===== config.mk =====
export PLATFORM = sky130hd
export DESIGN_NAME = gauge_coil_mapper
export DESIGN_NICKNAME = d
export VERILOG_FILES = /design/src/rtl/gauge_map_pkg.sv /design/src/rtl/angle_split.sv /design/src/rtl/tan_rom.sv /design/src/rtl/coil_steer.sv /design/src/rtl/gauge_coil_mapper.sv
export SDC_FILE = /design/constraint.sdc
export NUM_CORES = 1
export LEC_CHECK = 0
export ABC_AREA = 1
export BUFFER_PORTS_ARGS = -buffer_cell sky130_fd_sc_hd__clkbuf_2
export CORE_UTILIZATION = 57
export DETAILED_ROUTE_END_ITERATION = 12
export GPL_ROUTABILITY_DRIVEN = 1
export PLACE_DENSITY = 0.8
export SYNTH_ARGS = -nofsm -noshare
export SYNTH_HDL_FRONTEND = slang
export SYNTH_SLANG_ARGS = --single-unit

===== constraint.sdc =====
create_clock -name clk -period 0.95 [get_ports clk]
set_input_delay 0.1425 -clock clk [delete_from_list [all_inputs] [get_ports clk]]
set_output_delay 0.1425 -clock clk [all_outputs]
set_load 0.03 [all_outputs]

===== src/rtl/gauge_map_pkg.sv =====
package gauge_map_pkg;

    localparam int OCT_W = 3;

    typedef enum logic [OCT_W-1:0] {
        OCT_000 = 3'd0,
        OCT_045 = 3'd1,
        OCT_090 = 3'd2,
        OCT_135 = 3'd3,
        OCT_180 = 3'd4,
        OCT_225 = 3'd5,
        OCT_270 = 3'd6,
        OCT_315 = 3'd7
    } octant_e;

    // Fixed point Q28 evaluation of round(full * tan((idx + 0.5) * pi / 4 / 2^frac_w)),
    // clamped to the range 1 .. full-1.
    function automatic int tan_code(input int idx, input int frac_w, input int full);
        longint one_q;
        longint pi_q;
        longint x;
        longint x2;
        longint ts;
        longint tc;
        longint s_acc;
        longint c_acc;
        longint num;
        longint q;
        one_q = 64'sd268435456;
        pi_q  = 64'sd843314857;
        x     = (longint'(2 * idx + 1) * pi_q) >>> (frac_w + 3);
        x2    = (x * x) / one_q;
        ts    = x;
        tc    = one_q;
        s_acc = x;
        c_acc = one_q;
        for (int k = 1; k <= 8; k++) begin
            ts    = -((ts * x2) / one_q) / longint'((2 * k) * (2 * k + 1));
            tc    = -((tc * x2) / one_q) / longint'((2 * k - 1) * (2 * k));
            s_acc = s_acc + ts;
            c_acc = c_acc + tc;
        end
        num = longint'(2 * full) * s_acc + c_acc;
        q   = num / (2 * c_acc);
        if (q < 1) q = 1;
        if (q > longint'(full - 1)) q = longint'(full - 1);
        return int'(q);
    endfunction

endpackage


===== src/rtl/angle_split.sv =====
module angle_split
    import gauge_map_pkg::*;
#(
    parameter int ANGLE_W = 10,
    localparam int FRAC_W = ANGLE_W - OCT_W
) (
    input  logic [ANGLE_W-1:0] code,
    output octant_e            oct,
    output logic [FRAC_W-1:0]  tab_idx
);

    logic [FRAC_W-1:0] step;

    assign oct  = octant_e'(code[ANGLE_W-1 -: OCT_W]);
    assign step = code[FRAC_W-1:0];

    // Even octants sweep the table forward, odd octants sweep it backward.
    always_comb begin
        unique case (oct)
            OCT_000, OCT_090, OCT_180, OCT_270: tab_idx = step;
            OCT_045, OCT_135, OCT_225, OCT_315: tab_idx = ~step;
        endcase
    end

endmodule


===== src/rtl/tan_rom.sv =====
module tan_rom
    import gauge_map_pkg::*;
#(
    parameter int FRAC_W = 7,
    parameter int MAG_W  = 7,
    localparam int DEPTH = 1 << FRAC_W,
    localparam int FULL  = (1 << MAG_W) - 1
) (
    input  logic [FRAC_W-1:0] idx,
    output logic [MAG_W-1:0]  mag
);

    function automatic logic [DEPTH*MAG_W-1:0] build_table();
        logic [DEPTH*MAG_W-1:0] t;
        t = '0;
        for (int i = 0; i < DEPTH; i++) begin
            t[i*MAG_W +: MAG_W] = MAG_W'(tan_code(i, FRAC_W, FULL));
        end
        return t;
    endfunction

    localparam logic [DEPTH*MAG_W-1:0] TABLE = build_table();

    assign mag = TABLE[int'(idx)*MAG_W +: MAG_W];

endmodule


===== src/rtl/coil_steer.sv =====
module coil_steer
    import gauge_map_pkg::*;
#(
    parameter int MAG_W = 7,
    localparam logic [MAG_W-1:0] FULL = {MAG_W{1'b1}}
) (
    input  octant_e          oct,
    input  logic [MAG_W-1:0] var_mag,
    output logic             sin_neg,
    output logic [MAG_W-1:0] sin_mag,
    output logic             cos_neg,
    output logic [MAG_W-1:0] cos_mag
);

    always_comb begin
        unique case (oct)
            OCT_000: begin sin_neg = 1'b0; sin_mag = var_mag; cos_neg = 1'b0; cos_mag = FULL;    end
            OCT_045: begin sin_neg = 1'b0; sin_mag = FULL;    cos_neg = 1'b0; cos_mag = var_mag; end
            OCT_090: begin sin_neg = 1'b0; sin_mag = FULL;    cos_neg = 1'b1; cos_mag = var_mag; end
            OCT_135: begin sin_neg = 1'b0; sin_mag = var_mag; cos_neg = 1'b1; cos_mag = FULL;    end
            OCT_180: begin sin_neg = 1'b1; sin_mag = var_mag; cos_neg = 1'b1; cos_mag = FULL;    end
            OCT_225: begin sin_neg = 1'b1; sin_mag = FULL;    cos_neg = 1'b1; cos_mag = var_mag; end
            OCT_270: begin sin_neg = 1'b1; sin_mag = FULL;    cos_neg = 1'b0; cos_mag = var_mag; end
            OCT_315: begin sin_neg = 1'b1; sin_mag = var_mag; cos_neg = 1'b0; cos_mag = FULL;    end
        endcase
    end

endmodule


===== src/rtl/gauge_coil_mapper.sv =====
module gauge_coil_mapper
    import gauge_map_pkg::*;
#(
    parameter int ANGLE_W = 10,
    parameter int MAG_W   = 7,
    localparam int FRAC_W = ANGLE_W - OCT_W,
    localparam logic [MAG_W-1:0] FULL = {MAG_W{1'b1}}
) (
    input  logic               clk,
    input  logic               rst_n,
    input  logic               angle_valid,
    input  logic [ANGLE_W-1:0] angle_code,
    output logic               coil_valid,
    output logic               sin_neg,
    output logic [MAG_W-1:0]   sin_mag,
    output logic               cos_neg,
    output logic [MAG_W-1:0]   cos_mag
);

    octant_e           oct;
    logic [FRAC_W-1:0] tab_idx;
    logic [MAG_W-1:0]  var_mag;
    logic              nx_sin_neg;
    logic              nx_cos_neg;
    logic [MAG_W-1:0]  nx_sin_mag;
    logic [MAG_W-1:0]  nx_cos_mag;

    angle_split #(.ANGLE_W(ANGLE_W)) i_split (
        .code    (angle_code),
        .oct     (oct),
        .tab_idx (tab_idx)
    );

    tan_rom #(.FRAC_W(FRAC_W), .MAG_W(MAG_W)) i_rom (
        .idx (tab_idx),
        .mag (var_mag)
    );

    coil_steer #(.MAG_W(MAG_W)) i_steer (
        .oct     (oct),
        .var_mag (var_mag),
        .sin_neg (nx_sin_neg),
        .sin_mag (nx_sin_mag),
        .cos_neg (nx_cos_neg),
        .cos_mag (nx_cos_mag)
    );

    always_ff @(posedge clk or negedge rst_n) begin
        if (!rst_n) begin
            coil_valid <= 1'b0;
            sin_neg    <= 1'b0;
            sin_mag    <= '0;
            cos_neg    <= 1'b0;
            cos_mag    <= '0;
        end else begin
            coil_valid <= angle_valid;
            if (angle_valid) begin
                sin_neg <= nx_sin_neg;
                sin_mag <= nx_sin_mag;
                cos_neg <= nx_cos_neg;
                cos_mag <= nx_cos_mag;
            end
        end
    end

    assert_valid_follows_R2: assert property (@(posedge clk) disable iff (!rst_n)
        angle_valid |=> coil_valid);

    assert_no_spurious_valid_R2: assert property (@(posedge clk) disable iff (!rst_n)
        !angle_valid |=> !coil_valid);

    assert_hold_when_idle_R3: assert property (@(posedge clk) disable iff (!rst_n)
        !angle_valid |=> ($stable(sin_mag) && $stable(cos_mag) && $stable(sin_neg) && $stable(cos_neg)));

    assert_sine_sign_R6: assert property (@(posedge clk) disable iff (!rst_n)
        angle_valid |=> (sin_neg == $past(angle_code[ANGLE_W-1])));

    assert_cos_sign_R6: assert property (@(posedge clk) disable iff (!rst_n)
        angle_valid |=> (cos_neg == $past(angle_code[ANGLE_W-1] ^ angle_code[ANGLE_W-2])));

    assert_one_full_coil_R9: assert property (@(posedge clk) disable iff (!rst_n)
        coil_valid |-> (((sin_mag == FULL) != (cos_mag == FULL)) && (sin_mag != '0) && (cos_mag != '0)));

endmodule


==> results of run 1 <==
==> timing repair <==
action	CTS
hold buffers	1
gates cloned	1
gates resized for setup	89
pin swaps	17
endpoints found under the setup margin	33
hold endpoints to repair	17
setup buffers	11
==> cell usage after synthesis, types with 3 or more instances <==
cell type / n
sky130_fd_sc_hd__a21oi_1: 11
sky130_fd_sc_hd__buf_2: 3
sky130_fd_sc_hd__buf_4: 4
sky130_fd_sc_hd__buf_6: 6
sky130_fd_sc_hd__dfrtp_1: 17
sky130_fd_sc_hd__ha_1: 6
sky130_fd_sc_hd__inv_1: 24
sky130_fd_sc_hd__nand2_1: 130
sky130_fd_sc_hd__nand2_2: 9
sky130_fd_sc_hd__nand3_1: 43
sky130_fd_sc_hd__nand4_1: 6
sky130_fd_sc_hd__nor2_1: 16
sky130_fd_sc_hd__o21ai_0: 14
==> stage by stage <==
step / TNS [ns] / setup WS [ns] / area [µm²] / instances
floorplan: -7.291 / -0.6773 / 1941 / 312
CTS: -7.754 / -0.5407 / 2883 / 428
detailed placement: -14.75 / -1.057 / 2391 / 411
global placement: -14.33 / -1.041 / 2391 / 411
==> cells by family after synthesis <==
family | Yosys count
compound gates | 35
buf+inv | 42
xor+xnor | 3
simple gates | 209
fa+ha+maj | 6
flops | 17
==> metal layers <==
layer | track usage (%) | GRT overflow
met4 | 61.56 | 2
met2 | 85.23 | 1
met3 | 54.59 | 0
met1 | 70.73 | 0
met5 | 11.11 | 0
==> results.md, run 1 <==
Outcome:
- The run stopped with a tool error.
- The last stage reached is global routing (5_1_grt).
- The first error in the log reads "[ERROR GRT-0116] Global routing finished with congestion. Check the congestion regions in the DRC Viewer".

Logic synthesis:
- The post-synthesis mux area share is 0%.
- Summing the areas of all fa, ha and maj instances in the mapped netlist gives 4.040% of the synthesized area.
- The synthesized design devotes to its leading area cell type 26.26% of total area.
- In this run the cell area of the synthesized design comes to 0.001858 mm².
- The xor and xnor area share after synthesis is 2.222%.
- After Yosys synthesis, and, or, nand and nor cells account for 48.42% of the synthesized area.
- Synthesis inferred 17 register bits.
- For this run, asynchronously set or reset flops after synthesis account for 100.0%.
- The count of flip-flops with a built-in enable after synthesis is 0.
- By area the synthesized netlist is led by sky130_fd_sc_hd__nand2_1 26%, sky130_fd_sc_hd__dfrtp_1 23%, sky130_fd_sc_hd__nand3_1 12%.
- The number of instances in the synthesized netlist is 312.
- Counting every net in the synthesized netlist gives 331.
- The largest area contributor in the netlist is sky130_fd_sc_hd__nand2_1.
- The synthesized netlist contains 30 unique library cells.
- In the synthesized netlist the dominant register cell turns out to be sky130_fd_sc_hd__dfrtp_1.
- The count of warnings emitted by yosys is 0.
- The compound-gate portion of the synthesized area is 10.51%.
- Each instance of the synthesized netlist takes up on average 5.955 µm².
- Sequential cells were found to cover 22.90% of the synthesized design area.
- The dominant combinational cell family by area after synthesis is simple AND/OR/NAND/NOR gates.

GRT:
- The via count of the first global-routing pass is 3223.
- The maximum number of pins on one net before global-route repair is 19.
- The first global-routing pass estimated 17.13 mm of wire.
- For this run the aggregate overflow at the end of global routing stands at 3.
- Global routing used 68.46% of the available tracks.

Placed design:
- Port buffering added 29 buffers.
- The weighted congestion at the end of routability-driven global placement is 0.9117.
- Summed over all nets, the half-perimeter wirelength after detailed placement is 4.084 mm.

Clock network:
- The cell at the root of the clock tree is sky130_fd_sc_hd__clkbuf_4.
- The clock passes through at most 2 buffers.
- The H-tree depth is 1.
- In this run, CTS created clock tree buffers numbering 3.
- The clock net in this run drives a total of 17 sinks.

Floorplan:
- The initial utilization of the core area, before any placement, comes to 60.37%.
- The vertical die dimension is 59.10 µm.
- Pin placement for this block handled 30 I/O pins.
- After floorplanning, the core was divided into 20 placement rows.
- From left edge to right edge, the die measures 59.10 µm.
==> run 2, diff against run 1 <==
--- a/config.mk
+++ b/config.mk
@@ -7,10 +7,10 @@
 export LEC_CHECK = 0
 export ABC_AREA = 1
 export BUFFER_PORTS_ARGS = -buffer_cell sky130_fd_sc_hd__clkbuf_2
-export CORE_UTILIZATION = 57
+export CORE_UTILIZATION = 40
 export DETAILED_ROUTE_END_ITERATION = 12
 export GPL_ROUTABILITY_DRIVEN = 1
-export PLACE_DENSITY = 0.8
+export PLACE_DENSITY_LB_ADDON = 0.15
 export SYNTH_ARGS = -nofsm -noshare
 export SYNTH_HDL_FRONTEND = slang
 export SYNTH_SLANG_ARGS = --single-unit
==> run 2 against run 1 <==
Compared with the run above: the flow now finishes, with violations (negative setup slack); area after synthesis unchanged; synthesized cell count did not move.
==> results.md, run 2 <==
GRT:
- The first global-routing pass estimated 9.356 mm of wire.
- Summed over all layers, the global routing overflow is 0.
- For this run, global-route usage on met2 was measured as 38.25%.
- The global-route track usage on met1 is 32.46%.
- The overall routing resource usage is 23.28%.
- The via count of the first global-routing pass came to 2085.
- The number of antenna violations at the first check in global routing came to 0.
- The maximum number of pins on one net before global-route repair is 18.
- met2 is the most crowded layer.
- Global routing used 3.752% of the available met3 tracks.

Timing:
- The transition at the pin with the smallest max-transition slack is 0.4185 ns.
- The smallest setup slack after layout is -0.6739 ns.
- The worst setup skew after layout is 0 ns.
- The maximum clock frequency is 615.8 MHz.
- The clock period minus final worst setup slack is 1.624 ns.
- The number of slew-limit violations in the final report is 0.
- The share of the clock period used by the worst path after layout is 170.9%.
- The setup-violating endpoint count in the final report is 21.
- The number of endpoints with negative hold slack in the final report is 0.
- Setup repair after global routing could not meet its margin everywhere.
- In this run the tightest slew margin relative to its limit is 72.10%.
- Adding up every negative setup slack in the final design gives -8.859 ns.

Placed design:
- The pre-CTS worst setup slack is -1.113 ns.
- The total placed instance area is 0.002321 mm².
- The weighted congestion at the end of routability-driven global placement is 0.9160.
- Once detailed placement completed, the half-perimeter wirelength came to 3.962 mm.
- Port buffering added 29 buffers.

Logic synthesis:
- Yosys attributes the largest share of cell area to sky130_fd_sc_hd__nand2_1 26%, sky130_fd_sc_hd__dfrtp_1 23%, sky130_fd_sc_hd__nand3_1 12%.
- The synthesized netlist occupies a cell area of 0.001858 mm².
- The Yosys step of the flow raised 0 warnings.
- Sequential elements use 22.90% of the synthesized area.
- Counting instances in the post-synthesis netlist gives the leading cell types as 130 x sky130_fd_sc_hd__nand2_1, 43 x sky130_fd_sc_hd__nand3_1, 24 x sky130_fd_sc_hd__inv_1.
- The number of unique standard cell types used by synthesis is 30.
- The synthesized design contains 0 enable-type register cells.
- The largest area contributor in the netlist is sky130_fd_sc_hd__nand2_1.
- The most common cell in the synthesized netlist is sky130_fd_sc_hd__nand2_1.
- When the netlist entered floorplanning its net count stood at 331.
- The number of instances in the synthesized netlist is 312.
- The synthesized area divided by synthesized cell count is 5.955 µm².
- In this run the biggest area consumer among cell types represents 26.26% of the synthesized area.
- The proportion of register bits with asynchronous set or reset after synthesis is 100.0%.
- The number of synthesized register bits is 17.
- For this run, the leading register cell type out of synthesis is sky130_fd_sc_hd__dfrtp_1.

Clock network:
- The clock buffer count from CTS is 3.
- The tree is rooted in a sky130_fd_sc_hd__clkbuf_8.
- After clock tree synthesis, the clock-pin slew on the worst setup and hold paths is 0.07 ns.
- TritonCTS built the clock tree.
- Clock latency on the worst-skew pair, taken at its later pin, is 0.25 ns.
- The number of clock sinks seen by CTS is 17.
- The H-tree depth is 1.
- The clock passes through at most 2 buffers.

Cells and area:
- The largest registers in the layout are cos_mag (7), sin_mag (7).
- The library cell used most frequently in the layout, excluding fill and tap cells, is sky130_fd_sc_hd__nand2_1.
- The post-route netlist has 37.70% of its cells at a drive strength greater than 1.
- The post-route cell area is 0.002935 mm².
- The number of nets in the layout is 402.
- Fill cells in the final layout number 383.
- The number of antenna diodes in the final layout is 0.
- Relative to the synthesized area, the layout overhead comes to 57.98%.
- In the layout the commonest cells are 109 x sky130_fd_sc_hd__nand2_1, 41 x sky130_fd_sc_hd__nand3_1, 38 x sky130_fd_sc_hd__buf_4, 20 x sky130_fd_sc_hd__nand2_2, 18 x sky130_fd_sc_hd__inv_1.

Power:
- The net switching component of the power is 1.701 mW.
- The design draws 3.917 mW.
- Power spread over the standard cell area amounts to 1334 mW/mm².
- The relative contribution of sequential cells to total power is 24.4%.
- The cell-internal power is 2.216 mW.
- The share of total power in combinational logic is 61.5%.
- Net switching is 43.43% of the power.
- IR analysis of the VDD net gives a maximum drop of 608.4 µV.
- The static leakage is 1.488 nW.
- Of the total power, the clock network draws 14.1%.

Floorplan:
- The die extent in x is 70.16 µm.
- For this configuration, the core starts out at a cell density of 42.09%.
- The floorplan die area is 0.004922 mm².
- The floorplan has 24 rows.
- For this design the top-level I/O count stands at 30.
- The total area inside the core boundary comes to 0.004414 mm².
- The vertical die dimension is 70.16 µm.

Critical path:
- The worst setup path is captured at a register.
- In this design, the largest share of critical-path delay is due to simple AND/OR/NAND/NOR gates.
- Counting both buffers and inverters, the worst setup path holds a total of 6.
- The worst-path cell with the longest stage delay is sky130_fd_sc_hd__ha_4.
- The element type at the critical path start is an input port.
- The delay contributed by the slowest stage of the critical path is 0.28 ns.
- The signal arrival time at the worst endpoint is 1.75 ns.
- For the worst setup path, the data required time is 1.08 ns.
- The critical path is of the in2reg type.
- The largest fanout of any net on the critical path is 7.
- Traced cell by cell, the critical path runs through clkbuf_16, inv_12, ha_4, nor2_4, clkbuf_16, nand2_8, nand2_8, ha_4, inv_2, o21ai_2, inv_1, nand2_1, inv_1, nand2_1, nand3_2, nand3_1, nand3_1.

Route:
- The total iterations of the first detailed-routing run is 5.
- The aggregate routed wire length is 5.829 mm.
- In this run the remaining antenna-violating nets after routing total 0.
- After the first detailed-routing iteration, the DRC count stood at 163.
- After detailed routing, the average wire length per cell comes to 13.43 µm.
- For this block, the via count after detailed routing is 2296.
- After detailed routing, the number of remaining DRC violations is 0.
- After detailed routing, the number of vias per cell comes to 5.290.

Hold path:
- The kind of path behind the tightest hold check is in2reg.

Run:
- The max-capacitance violation count is 0.

Outcome:
- The final reports fail on negative setup slack.
- The run finished, with violations left.
==> run 2: cell counts after synthesis <==
Identical to the previous run, type by type.
==> run 2: worst reg2reg max path: cells and delay by family, from the launching register on <==
family        cells  cell delay, ns
simple gates      3            0.15
buf+inv           2            0.20
flops             1            0.40
==> run 2: metal layers <==
metal | up-vias | wire (µm)
met2 | 82 | 2871
li1 | 1149 | -
met1 | 1053 | 2497
met3 | 12 | 363
met5 | - | 0
met4 | 0 | 96
==> run 2: logic make-up after synthesis <==
| kind of cell | count (synthesis) | synth area share [%] |
|---|---|---|
| fa+ha+maj | 6 | 4.040 |
| compound gates | 35 | 10.51 |
| buf+inv | 42 | 11.92 |
| simple gates | 209 | 48.42 |
| flops | 17 | 22.90 |
| xor+xnor | 3 | 2.223 |
==> run 2: power by group through the flow <==
stage | clock network (mW) | registers, mW | logic (mW)
6_report | 0.551 | 0.955 | 2.41
5_1_grt | 0.593 | 0.968 | 2.61
4_1_cts | 0.554 | 0.925 | 2.22
3_5_place_dp | 0 | 0.921 | 1.82
3_3_place_gp | 0 | 0.922 | 1.82
2_1_floorplan | 0 | 1.16 | 1.03
==> run 2: layout make-up <==
| type | instances | area, µm² | area share, % |
|---|---|---|---|
| multi-input combinational | 255 | 1490 | 50.77 |
| timing repair buffer | 79 | 789.5 | 26.90 |
| sequential | 17 | 425.4 | 14.49 |
| inverter | 27 | 118.9 | 4.049 |
| tap | 52 | 65.06 | 2.217 |
| clock buffer | 3 | 41.29 | 1.407 |
| clock inverter | 1 | 5.005 | 0.1705 |
==> run 2: stage by stage <==
stage,std cells,util [%],hold slack [ns]
CTS,431,62.90,0.1570
floorplan,312,-,-0.1531
global route,434,66.50,0.1927
detailed placement,415,52.58,0.09200
global placement,415,52.58,0.09033
finish,434,66.50,0.1836
==> run 2: final timing paths <==
check | from | end | slack [ns] | cells past startpoint
worst max-delay path | angle_code[8] | cos_mag[2] | -0.67 | 17
worst min-delay path | angle_code[9] | sin_neg | 0.18 | 3
worst max register to register | cos_mag[1] | cos_mag[1] | 0.08 | 5
worst min register to register | cos_mag[5] | cos_mag[5] | 0.54 | 2
max in group asynchronous | rst_n | sin_neg | 0.29 | 2
min in group asynchronous | rst_n | cos_mag[1] | 0.37 | 2
==> run 2: what timing repair did <==
action / CTS / global route
hold endpoints to repair: 17 / 0
cloned: 1 / 2
resized for setup: 68 / 46
hold buffers: 1 / 0
endpoints found under the setup margin: 32 / 33
pin swaps: 9 / 18
buffers inserted: 10 / 1
No activity file was read; power rests on OpenSTA's default activity.
==> run 3, diff against run 2 <==
--- a/config.mk
+++ b/config.mk
@@ -5,7 +5,6 @@
 export SDC_FILE = /design/constraint.sdc
 export NUM_CORES = 1
 export LEC_CHECK = 0
-export ABC_AREA = 1
 export BUFFER_PORTS_ARGS = -buffer_cell sky130_fd_sc_hd__clkbuf_2
 export CORE_UTILIZATION = 40
 export DETAILED_ROUTE_END_ITERATION = 12
==> run 3 against run 2 <==
Compared with the run above: the run still ends with negative setup slack left; sequential power fell by 2.9%; core utilization is 4.1 points higher; via count grew 72%; global-route usage up 12 points; area after synthesis rose by 46%; flip-flop and latch count stayed put.
==> results.md, run 3 <==
Outcome:
- The run finished, with violations left.
- The checks that failed: negative setup slack.

Timing:
- Final hold analysis gives a worst-case slack of 0.1632 ns.
- The share of the clock period used by the worst path after layout is 212.6%.
- The worst-case headroom to the max-slew limit is 58.32%.
- The number of endpoints with negative hold slack in the final report is 0.
- On the final layout, the worst clock skew is 0 ns.
- The smallest setup slack after layout is -1.070 ns.
- The setup-violating endpoint count in the final report is 17.
- Setup repair after global routing could not meet its margin everywhere.
- At the pin with the least slew margin, the transition time is 0.6094 ns.
- The clock period minus final worst setup slack is 2.020 ns.
- The maximum clock frequency is 495.2 MHz.
- The number of slew-limit violations in the final report is 0.

GRT:
- The maximum number of pins on one net before global-route repair is 24.
- The total global routing overflow is 0.
- The global-route wire length before repair is 19.73 mm.
- The overall routing resource usage is 34.93%.
- The number of antenna violations at the first check in global routing came to 0.
- The via count of the first global-routing pass was 3701.

Floorplan:
- The cell row count is 29.
- The initial core utilization is 42.13%.
- The floorplan die area is 0.007137 mm².
- The I/O pin count is 30.
- The vertical die dimension is 84.48 µm.
- The die extent in x is 84.48 µm.
- The core region is 0.006459 mm².

Clock network:
- The cell at the root of the clock tree is sky130_fd_sc_hd__clkbuf_8.
- The number of clock buffers added by TritonCTS is 3.
- The H-tree depth is 1.
- The clock passes through at most 2 buffers.
- The CTS tree is built.
- The clock slew seen by the registers of the worst setup and hold paths is 0.06 ns.
- The clock network latency to the later pin of the worst-skew pair is 0.25 ns.
- Counting every sink on the clock net gives 17.

Run:
- The tool flagged a number of max-cap violations equal to 0.

Power:
- Of the total power, the clock network draws 12.5%.
- The overall power is 4.279 mW.
- The worst IR drop on VDD is 1162 µV.
- For this design the ratio of total power to cell area is 938.8 mW/mm².
- Combinational cells account for 65.8% of the total power.
- In this run the power spent charging and discharging nets is 1.796 mW.
- The cell-internal power is 2.483 mW.
- Registers are responsible for 21.7% of the overall power.
- Summed over all cells, the static leakage comes to 1.947 nW.
- The switching share of power is 41.98%.

Logic synthesis:
- The proportion of register bits with asynchronous set or reset after synthesis is 100.0%.
- For this run, the number of Yosys warnings is 0.
- Synthesis produced 391 cells.
- Counting instances in the post-synthesis netlist gives the leading cell types as 38 x sky130_fd_sc_hd__a21oi_1, 35 x sky130_fd_sc_hd__nor2_1, 25 x sky130_fd_sc_hd__o21ai_0.
- The dominant register cell in the synthesized netlist is sky130_fd_sc_hd__dfrtp_1.
- Yosys mapped a number of flops with a built-in enable equal to 0.
- After synthesis the netlist holds a flip-flop and latch count of 17.
- Counting distinct cell types in the post-synthesis netlist gives 67.
- In this run the biggest area consumer among cell types represents 15.63% of the synthesized area.
- The synthesized netlist occupies a cell area of 0.002721 mm².
- The synthesized area divided by synthesized cell count is 6.960 µm².
- Counting every net in the synthesized netlist gives 410.
- sky130_fd_sc_hd__a21oi_1 is the most common cell in the netlist.
- Summing the sequential cell areas from Yosys gives 15.63% of the chip area.
- Sorting the synthesized cells by area gives the leading types as sky130_fd_sc_hd__dfrtp_1 16%, sky130_fd_sc_hd__a21oi_1 7.0%, sky130_fd_sc_hd__nor2_1 4.8%.
- The largest total area in the synthesized netlist belongs to sky130_fd_sc_hd__dfrtp_1.

Critical path:
- The element type at the critical path start is an input port.
- Of all nets on the critical path, the largest fanout is 5.
- At the worst endpoint, the required time is 1.08 ns.
- The count of cells along the worst register-to-register path is 2.
- STA puts the critical path data arrival time at 2.15 ns.
- The critical path class is in2reg.
- STA classifies the critical path endpoint as a register.

Route:
- The wire length per cell is 21.07 µm.
- For this block, wires on met1 add up to 5.351 mm.
- The highest metal layer carrying signal wires in the routed design is met4.
- For this run, design rule violations remaining after detail routing come to 0.
- The number of design-rule violations left by the first detailed-router iteration is 538.
- The routed via count divided by cell count is 6.516.
- The routed design uses 5.687 mm of met2 wire.
- After detailed routing, the met3 layer carries 1.198 mm of wire.
- The total iterations of the first detailed-routing run is 5.
- Wires add up to 12.75 mm.
- Detailed routing inserted a total of 3942 vias.
- The count of nets left with antenna violations once routing finished came out at 0.

Cells and area:
- After filler insertion, the fill cell instance count of the layout stands at 531.
- After the last flow step, the layout net total stands at 548.
- In the final layout, the share of cells above drive strength 1 is 45.64%.
- The top cell types in the final layout, fill and taps aside, are 134 x sky130_fd_sc_hd__buf_4, 31 x sky130_fd_sc_hd__a21oi_1, 30 x sky130_fd_sc_hd__nor2_1, 21 x sky130_fd_sc_hd__o21ai_0.
- The area growth from synthesis to layout is 67.49%.
- The finished cells cover 0.004558 mm².
- The most frequent standard cell in the layout excluding fill and tap cells is sky130_fd_sc_hd__buf_4.
- The largest registers in the layout are cos_mag (7), sin_mag (7).
- The repair_antennas step left the layout with diodes totalling 0.

Placed design:
- The detailed placement HPWL is 9.351 mm.
- In this run the tool buffered the top-level ports with 29 buffer cells.
- The congestion estimate from routability-driven global placement came to 0.9774.
- The total placed instance area is 0.003958 mm².

Hold path:
- The kind of path behind the tightest hold check is in2reg.
- The worst hold path passes through 3 cells.
-- run 3: cell count changes after synthesis, sizes merged, moves of 10 or more --
cell    delta
nand2    -123
nand3     -39
a21oi     +25
clkbuf    +19
nor2      +18
inv       -14
nor3      +13
o22ai     +13
nor2b     +12
a31oi     +11
buf       +11
o221ai    +10
-- run 3: cells by family (layout without fill, tap and decap cells) --
| logic type | Yosys count | count (layout) | synth area share (%) |
|---|---|---|---|
| fa+ha+maj | 6 | 6 | 2.759 |
| flops | 17 | 17 | 15.63 |
| xor+xnor | 7 | 7 | 2.253 |
| mux | 3 | 3 | 1.103 |
| buf+inv | 57 | 194 | 8.874 |
| simple gates | 122 | 122 | 23.86 |
| compound gates | 179 | 179 | 45.52 |
-- run 3: per-layer routing --
| metal | vias to the layer above | track usage (%) |
|---|---|---|
| met3 | 53 | 6.293 |
| met4 | 0 | 12.33 |
| met2 | 254 | 53.81 |
| met5 | - | 0 |
| li1 | 1777 | - |
| met1 | 1858 | 48.89 |
-- run 3: metrics by stage --
step / worst slack (ns) / TNS [ns] / utilization [%] / cells
global route: -1.125 / -12.18 / 70.57 / 605
global placement: -1.283 / -16.63 / 61.27 / 590
detailed placement: -1.346 / -17.01 / 61.27 / 590
floorplan: -0.9716 / -9.606 / - / 391
finish: -1.070 / -11.31 / 70.57 / 605
CTS: -0.9466 / -10.62 / 67.96 / 602
-- run 3: final timing paths --
kind,from,end,slack (ns)
min in group asynchronous,rst_n,coil_valid,0.36
worst max-delay path,angle_code[8],sin_mag[3],-1.07
worst max register to register,cos_mag[5],cos_mag[5],0
worst min register to register,cos_neg,cos_neg,0.55
max in group asynchronous,rst_n,sin_mag[6],0.29
worst min-delay path,angle_code[9],sin_neg,0.16
-- run 3: power by group through the flow --
| stage | clock, mW | sequential (mW) | combinational [mW] |
|---|---|---|---|
| 2_1_floorplan | 0 | 1.10 | 1.08 |
| 3_3_place_gp | 0 | 0.895 | 2.25 |
| 3_5_place_dp | 0 | 0.898 | 2.26 |
| 4_1_cts | 0.535 | 0.899 | 2.57 |
| 5_1_grt | 0.568 | 0.935 | 2.96 |
| 6_report | 0.535 | 0.927 | 2.82 |
-- run 3: critical path, stage by stage --
cell and delay [ns]:
sky130_fd_sc_hd__clkbuf_16 0.13, sky130_fd_sc_hd__inv_12 0.03, sky130_fd_sc_hd__ha_4 0.17, sky130_fd_sc_hd__nor2_4 0.19, sky130_fd_sc_hd__buf_6 0.14, sky130_fd_sc_hd__xnor2_4 0.12
sky130_fd_sc_hd__inv_1 0.06, sky130_fd_sc_hd__ha_1 0.21, sky130_fd_sc_hd__o31ai_2 0.26, sky130_fd_sc_hd__a32oi_1 0.11, sky130_fd_sc_hd__o21ai_1 0.22, sky130_fd_sc_hd__a31oi_1 0.09
sky130_fd_sc_hd__a211o_1 0.27
-- run 3: layout make-up --
type / count / area, µm² / share of cell area [%]
timing repair buffer: 178 / 1544 / 33.87
clock buffer: 4 / 45.04 / 0.9882
sequential: 17 / 425.4 / 9.333
multi-input combinational: 317 / 2390 / 52.43
tap: 77 / 96.34 / 2.114
inverter: 12 / 57.56 / 1.263
-- run 3: repair_timing --
action / 4_1_cts / 5_1_grt
setup endpoints to repair: 29 / 32
hold buffers: 1 / 0
gates resized for setup: 68 / 49
setup buffers: 9 / 4
pin swaps: 30 / 17
endpoints found under the hold margin: 17 / 0
